`src/rtl/phy_seq_pkg.sv`:
```
package phy_seq_pkg;
   typedef enum logic [3:0] {
      S_IDLE = 4'd0,
      S_ADRV = 4'd1,
      S_ACAP = 4'd2,
      S_AREL = 4'd3,
      S_DDRV = 4'd4,
      S_DCAP = 4'd5,
      S_DREL = 4'd6,
      S_WSTB = 4'd7,
      S_WREL = 4'd8,
      S_RSTB = 4'd9,
      S_RREL = 4'd10,
      S_FIN  = 4'd11
   } seq_state_t;

   // strobe offsets above the payload field
   localparam int OFS_CAP_ADDR = 0;
   localparam int OFS_CAP_DATA = 1;
   localparam int OFS_WR       = 2;
   localparam int OFS_RD       = 3;
endpackage

```
`src/rtl/phy_poll_timer.sv`:
```
module phy_poll_timer #(
   parameter int PRESCALE   = 100,
   parameter int POLL_LIMIT = 10
) (
   input  logic clk,
   input  logic rst_n,
   input  logic restart,
   output logic tick,
   output logic last
);
   localparam int AW = (POLL_LIMIT > 1) ? $clog2(POLL_LIMIT) : 1;
   localparam logic [AW-1:0] ATT_MAX = AW'(POLL_LIMIT - 1);

   logic [AW-1:0] att;

   generate
      if (PRESCALE == 1) begin : g_every_cycle
         assign tick = 1'b1;
      end else begin : g_divided
         localparam int PW = $clog2(PRESCALE);
         localparam logic [PW-1:0] PRE_MAX = PW'(PRESCALE - 1);
         logic [PW-1:0] pre;
         always_ff @(posedge clk or negedge rst_n) begin
            if (!rst_n)                pre <= '0;
            else if (restart)          pre <= '0;
            else if (pre == PRE_MAX)   pre <= '0;
            else                       pre <= pre + 1'b1;
         end
         assign tick = (pre == '0);
      end
   endgenerate

   always_ff @(posedge clk or negedge rst_n) begin
      if (!rst_n)                       att <= '0;
      else if (restart)                 att <= '0;
      else if (tick && att != ATT_MAX)  att <= att + 1'b1;
   end

   assign last = (att == ATT_MAX);
endmodule

```
`src/rtl/phy_ctrl_pack.sv`:
```
module phy_ctrl_pack
   import phy_seq_pkg::*;
#(
   parameter int DW = 16
) (
   input  seq_state_t       state,
   input  logic [DW-1:0]    addr,
   input  logic [DW-1:0]    data,
   output logic [DW+3:0]    ctrl
);
   localparam int CW = DW + 4;
   localparam logic [CW-1:0] M_CA = CW'(1) << (DW + OFS_CAP_ADDR);
   localparam logic [CW-1:0] M_CD = CW'(1) << (DW + OFS_CAP_DATA);
   localparam logic [CW-1:0] M_WR = CW'(1) << (DW + OFS_WR);
   localparam logic [CW-1:0] M_RD = CW'(1) << (DW + OFS_RD);

   logic [CW-1:0] a_ext, d_ext;
   assign a_ext = CW'(addr);
   assign d_ext = CW'(data);

   always_comb begin
      case (state)
         S_ADRV, S_AREL:         ctrl = a_ext;
         S_ACAP:                 ctrl = a_ext | M_CA;
         S_DDRV, S_DREL, S_WREL: ctrl = d_ext;
         S_DCAP:                 ctrl = d_ext | M_CD;
         S_WSTB:                 ctrl = M_WR;
         S_RSTB:                 ctrl = M_RD;
         default:                ctrl = '0;
      endcase
   end
endmodule

```
`src/rtl/phy_acc_seq.sv`:
```
module phy_acc_seq
   import phy_seq_pkg::*;
#(
   parameter int DW         = 16,
   parameter int PRESCALE   = 100,
   parameter int POLL_LIMIT = 10
) (
   input  logic            clk,
   input  logic            rst_n,
   input  logic            req_start,
   input  logic            req_write,
   input  logic [DW-1:0]   req_addr,
   input  logic [DW-1:0]   req_wdata,
   output logic [DW-1:0]   rsp_rdata,
   output logic            rsp_done,
   output logic            rsp_err,
   output logic            busy,
   output logic [DW+3:0]   phy_ctrl,
   input  logic [DW:0]     phy_stat
);
   generate
      if (DW < 1)         begin : g_bad_dw   $error("DW must be at least 1");         end
      if (PRESCALE < 1)   begin : g_bad_pre  $error("PRESCALE must be at least 1");   end
      if (POLL_LIMIT < 1) begin : g_bad_lim  $error("POLL_LIMIT must be at least 1"); end
   endgenerate

   seq_state_t    state, state_n, adv;
   logic [DW-1:0] addr_q, data_q, rdata_q;
   logic          wr_q, err_q;
   logic          wait_st, want_hi, cap_rd, tmo;
   logic          tick, last, ack;

   assign ack = phy_stat[DW];

   phy_poll_timer #(.PRESCALE(PRESCALE), .POLL_LIMIT(POLL_LIMIT)) u_timer (
      .clk     (clk),
      .rst_n   (rst_n),
      .restart (state_n != state),
      .tick    (tick),
      .last    (last)
   );

   phy_ctrl_pack #(.DW(DW)) u_pack (
      .state (state),
      .addr  (addr_q),
      .data  (data_q),
      .ctrl  (phy_ctrl)
   );

   always_comb begin
      state_n = state;
      adv     = state;
      wait_st = 1'b0;
      want_hi = 1'b0;
      cap_rd  = 1'b0;
      tmo     = 1'b0;
      case (state)
         S_IDLE: if (req_start) state_n = S_ADRV;
         S_ADRV: state_n = S_ACAP;
         S_ACAP: begin wait_st = 1'b1; want_hi = 1'b1; adv = S_AREL; end
         S_AREL: begin wait_st = 1'b1; adv = wr_q ? S_DDRV : S_RSTB; end
         S_DDRV: state_n = S_DCAP;
         S_DCAP: begin wait_st = 1'b1; want_hi = 1'b1; adv = S_DREL; end
         S_DREL: begin wait_st = 1'b1; adv = S_WSTB; end
         S_WSTB: begin wait_st = 1'b1; want_hi = 1'b1; adv = S_WREL; end
         S_WREL: begin wait_st = 1'b1; adv = S_FIN; end
         S_RSTB: begin wait_st = 1'b1; want_hi = 1'b1; adv = S_RREL; end
         S_RREL: begin wait_st = 1'b1; adv = S_FIN; end
         S_FIN:  state_n = S_IDLE;
         default: state_n = S_IDLE;
      endcase
      if (wait_st && tick) begin
         if (ack == want_hi) begin
            state_n = adv;
            cap_rd  = (state == S_RSTB);
         end else if (last) begin
            state_n = S_FIN;
            tmo     = 1'b1;
         end
      end
   end

   always_ff @(posedge clk or negedge rst_n) begin
      if (!rst_n) begin
         state   <= S_IDLE;
         addr_q  <= '0;
         data_q  <= '0;
         wr_q    <= 1'b0;
         err_q   <= 1'b0;
         rdata_q <= '0;
      end else begin
         state <= state_n;
         if (state == S_IDLE && req_start) begin
            addr_q <= req_addr;
            data_q <= req_wdata;
            wr_q   <= req_write;
            err_q  <= 1'b0;
         end else if (tmo) begin
            err_q  <= 1'b1;
         end
         if (cap_rd) rdata_q <= phy_stat[DW-1:0];
      end
   end

   assign busy      = (state != S_IDLE);
   assign rsp_done  = (state == S_FIN);
   assign rsp_err   = rsp_done & err_q;
   assign rsp_rdata = rdata_q;
endmodule

```
`config.mk`:
```
export PLATFORM = sky130hd
export DESIGN_NAME = phy_acc_seq
export DESIGN_NICKNAME = d
export VERILOG_FILES = /design/src/rtl/phy_seq_pkg.sv /design/src/rtl/phy_poll_timer.sv /design/src/rtl/phy_ctrl_pack.sv /design/src/rtl/phy_acc_seq.sv
export SDC_FILE = /design/constraint.sdc
export NUM_CORES = 1
export LEC_CHECK = 0
export ABC_AREA = 1
export CORE_MARGIN = 3
export CORE_UTILIZATION = 48
export DETAILED_ROUTE_END_ITERATION = 6
export PLACE_DENSITY_LB_ADDON = 0.2
export SLEW_MARGIN = 20
export SYNTH_ARGS = -nofsm -noshare
export SYNTH_HDL_FRONTEND = slang
export SYNTH_SLANG_ARGS = --single-unit
```
`constraint.sdc`:
```
create_clock -name clk -period 2.74 [get_ports clk]
set_clock_uncertainty 0.2 [all_clocks]
set_input_delay 0.685 -clock clk [delete_from_list [all_inputs] [get_ports clk]]
set_output_delay 0.685 -clock clk [all_outputs]
set_load 0.005 [all_outputs]
```
==> out/results.tsv <==
metric	value	unit
status	finished, final reports clean	
mostFrequentLayoutCells	nand2_1, clkdlybuf4s50_1, dfrtp_1	
ioPinCount	92	
highest-signal-layer	met4	
fill_cells	506	
hold_viol	0	
dp_hpwl	5.665	mm
worst_pin_slew	0.3496	ns
post-route-period-util	97.67	%
core-area	6495	um^2
synth_seq_cells	65	
gr-total-overflow	0	
crit_arrival	1.79	ns
vias	2797	
gp_congestion	0.9055	
fin_crit	2.676	ns
die_height	88.78	um
synth_warnings	0	
final_util	71.32	%
worstSetupEndpointType	output port	
drt-total-wl	8.135	mm
grt_pass1_wl	13.03	mm
die_area	7882	um^2
rows	29	
reg2reg_from	state[0]	
die_x	88.78	um
synth_nets	409	
final_antenna_net_count	0	
slowest_delay	0.44	ns
cpMaxStageDelayCell	dfrtp_2	
seq_area	1629	um^2
wl_met2	3.979	mm
critPathMostFrequentCell	buf_6	
peakVddDrop	0.0005991	V
grt_antenna_before_repair	0	
cp-startpoint	state[3]	
wl_met1	3.488	mm
yosys.cell_types.count	34	
routedWlPerCell	15.01	um
hold_class	in -> async	
clk-insertion-delay-late	0.34	ns
h-tree-depth	3	
synth_cells	352	
crit_chain	buf_6, nand2_8, o22ai_4, buf_6, buf_4, a32o_1, dlygate4sd2_1	
layout-drive-gt1-share	21.51	%
syn_area	3289	um^2
cap_violations	0	
multi_input_area	1521	um^2
setup-tns-final	0	ns
clock-sinks	65	
crit_fanout	5	
path_clk_slew	0.07	ns
totalPowerFinal	0.005249	W
worstPathRequired	1.86	ns
port_buffers	91	
routed_via_density	5.161	
ys_seq_area_share	49.45	%
nets	517	
setup_viol	0	
wl_met3	532	um
power_density	1133	nW/um^2
startpoint_type	register	
numCtsBuffers	9	
floorplan.initialDensity	50.65	%
drv_slew	0	
detail_route.iter0.violations	172	
fmax	373.7	MHz
area_delta_synth_final	40.81	%
grt_max_degree	66	
holdBufCountCts	0	
track_usage	21.52	%
cts-root-buf	clkbuf_8	
drcViolationCount	0	
cts_buffer_depth	2	
synth.avg_cell_area	9.345	um^2
critical_path_class	reg -> out	
dr.pass1.iters	5	
relSlewSlack	76.69	%
final_common_cell	nand2_1	
rsz0062_at_grt	no	
first_global_vias	2779	
n_antenna_cell	0	
p_leak	2.352	nW
cts_tree	yes	
==> logic make-up (layout without fill, tap and decap cells) <==
group	Yosys count	in the layout	share of synthesized area, %
AOI/OAI and AO/OA	25	25	6.276
xor gates and xnor gates	7	7	1.864
adders and majority gates	4	4	1.522
buffers and inverters	40	153	5.439
DFF	65	65	49.45
muxes	16	16	6.618
and+or+nand+nor	195	195	28.83
==> layout make-up <==
| cell class | count | share of cell area [%] |
|---|---|---|
| Sequential cell | 65 | 35.17 |
| Multi-Input combinational cell | 247 | 32.85 |
| Tap cell | 77 | 2.080 |
| Clock buffer | 12 | 3.133 |
| Clock inverter | 4 | 1.108 |
| Inverter | 26 | 2.188 |
| Timing Repair Buffer | 111 | 23.47 |
==> sequential cells by signal, indices dropped and copies added, names as in the netlist <==
| signal | count |
|---|---|
| u_timer.att | 4 |
| data_q | 16 |
| addr_q | 16 |
| wr_q | 1 |
| err_q | 1 |
| u_timer.g_divided.pre | 7 |
| rsp_rdata | 16 |
| state | 4 |
==> path summary, 6_finish.rpt <==
| kind | cells past startpoint | slack (ns) | to |
|---|---|---|---|
| min in group clk | 2 | 0.28 | data_q[10] |
| max reg2reg | 15 | 0.35 | u_timer.att[0] |
| min reg2reg | 2 | 0.28 | data_q[10] |
| max | 7 | 0.06 | phy_ctrl[13] |
| min | 2 | 0.15 | rsp_rdata[3] |
| max in group asynchronous | 2 | 1.90 | state[3] |
==> timing repair <==
action / in CTS / in global routing
pin swaps: 2 / 0
buffers inserted: 5 / 2
hold endpoints to repair: 0 / 0
endpoints found under the setup margin: 17 / 6
gates resized for setup: 25 / 10
==> power by group <==
group	internal [W]	switching [W]	leakage [nW]
Clock	0.000448	0.000382	0.0970
Combinational	0.00134	0.00153	1.41
Sequential	0.00134	0.000217	0.845
==> worst max-delay path, delay by kind of cell, from the launching register on <==
family / cells / cell delay (ns)
buf+inv: 4 / 0.66
flops: 1 / 0.44
compound gates: 2 / 0.28
simple gates: 1 / 0.07
==> stage by stage <==
| stage | area (um^2) | std cells | hold WS [ns] | setup slack (ns) |
|---|---|---|---|---|
| floorplan | 3289 | 352 | 0.1894 | 0.3077 |
| global placement | 4334 | 519 | 0.2631 | 0.1218 |
| detailed placement | 4334 | 519 | 0.2664 | 0.08609 |
| CTS | 4581 | 540 | 0.1548 | 0.002756 |
| global route | 4632 | 542 | 0.1744 | 0.01112 |
| finish | 4632 | 542 | 0.1537 | 0.06373 |
==> metal layers <==
layer / global-route usage, % / vias up
li1: - / 1363
met1: 28.89 / 1315
met2: 34.75 / 104
met3: 4.376 / 15
met4: 7.418 / 0
met5: 0 / -
==> Yosys cell counts <==
cell / count / area (um^2)
a21oi_1: 2 / 10.01
a32o_1: 16 / 160.2
buf_1: 1 / 3.750
buf_2: 1 / 5.000
buf_4: 1 / 7.510
buf_6: 3 / 33.78
clkbuf_1: 8 / 30.03
clkinv_1: 1 / 3.750
clkinv_2: 1 / 5.000
dfrtp_1: 65 / 1627
ha_1: 4 / 50.05
inv_1: 18 / 67.56
inv_2: 6 / 22.52
mux2_2: 6 / 67.56
mux2_4: 10 / 150.1
nand2_1: 123 / 461.7
nand2_2: 7 / 43.79
nand2_4: 4 / 45.04
nand3_1: 15 / 75.07
nand3_2: 5 / 50.05
nand3_4: 1 / 17.52
nand3b_1: 4 / 30.03
nand4_1: 5 / 31.28
nor2_1: 11 / 41.29
nor2_2: 14 / 87.58
nor2_4: 3 / 33.78
nor2_8: 1 / 20.02
nor3_1: 1 / 5.000
o21ai_0: 5 / 25.02
o21ai_1: 1 / 5.000
o22ai_1: 1 / 6.260
or2_2: 1 / 6.260
xnor2_1: 1 / 8.760
xor2_1: 6 / 52.55
No activity file was read; power rests on OpenSTA's default activity.
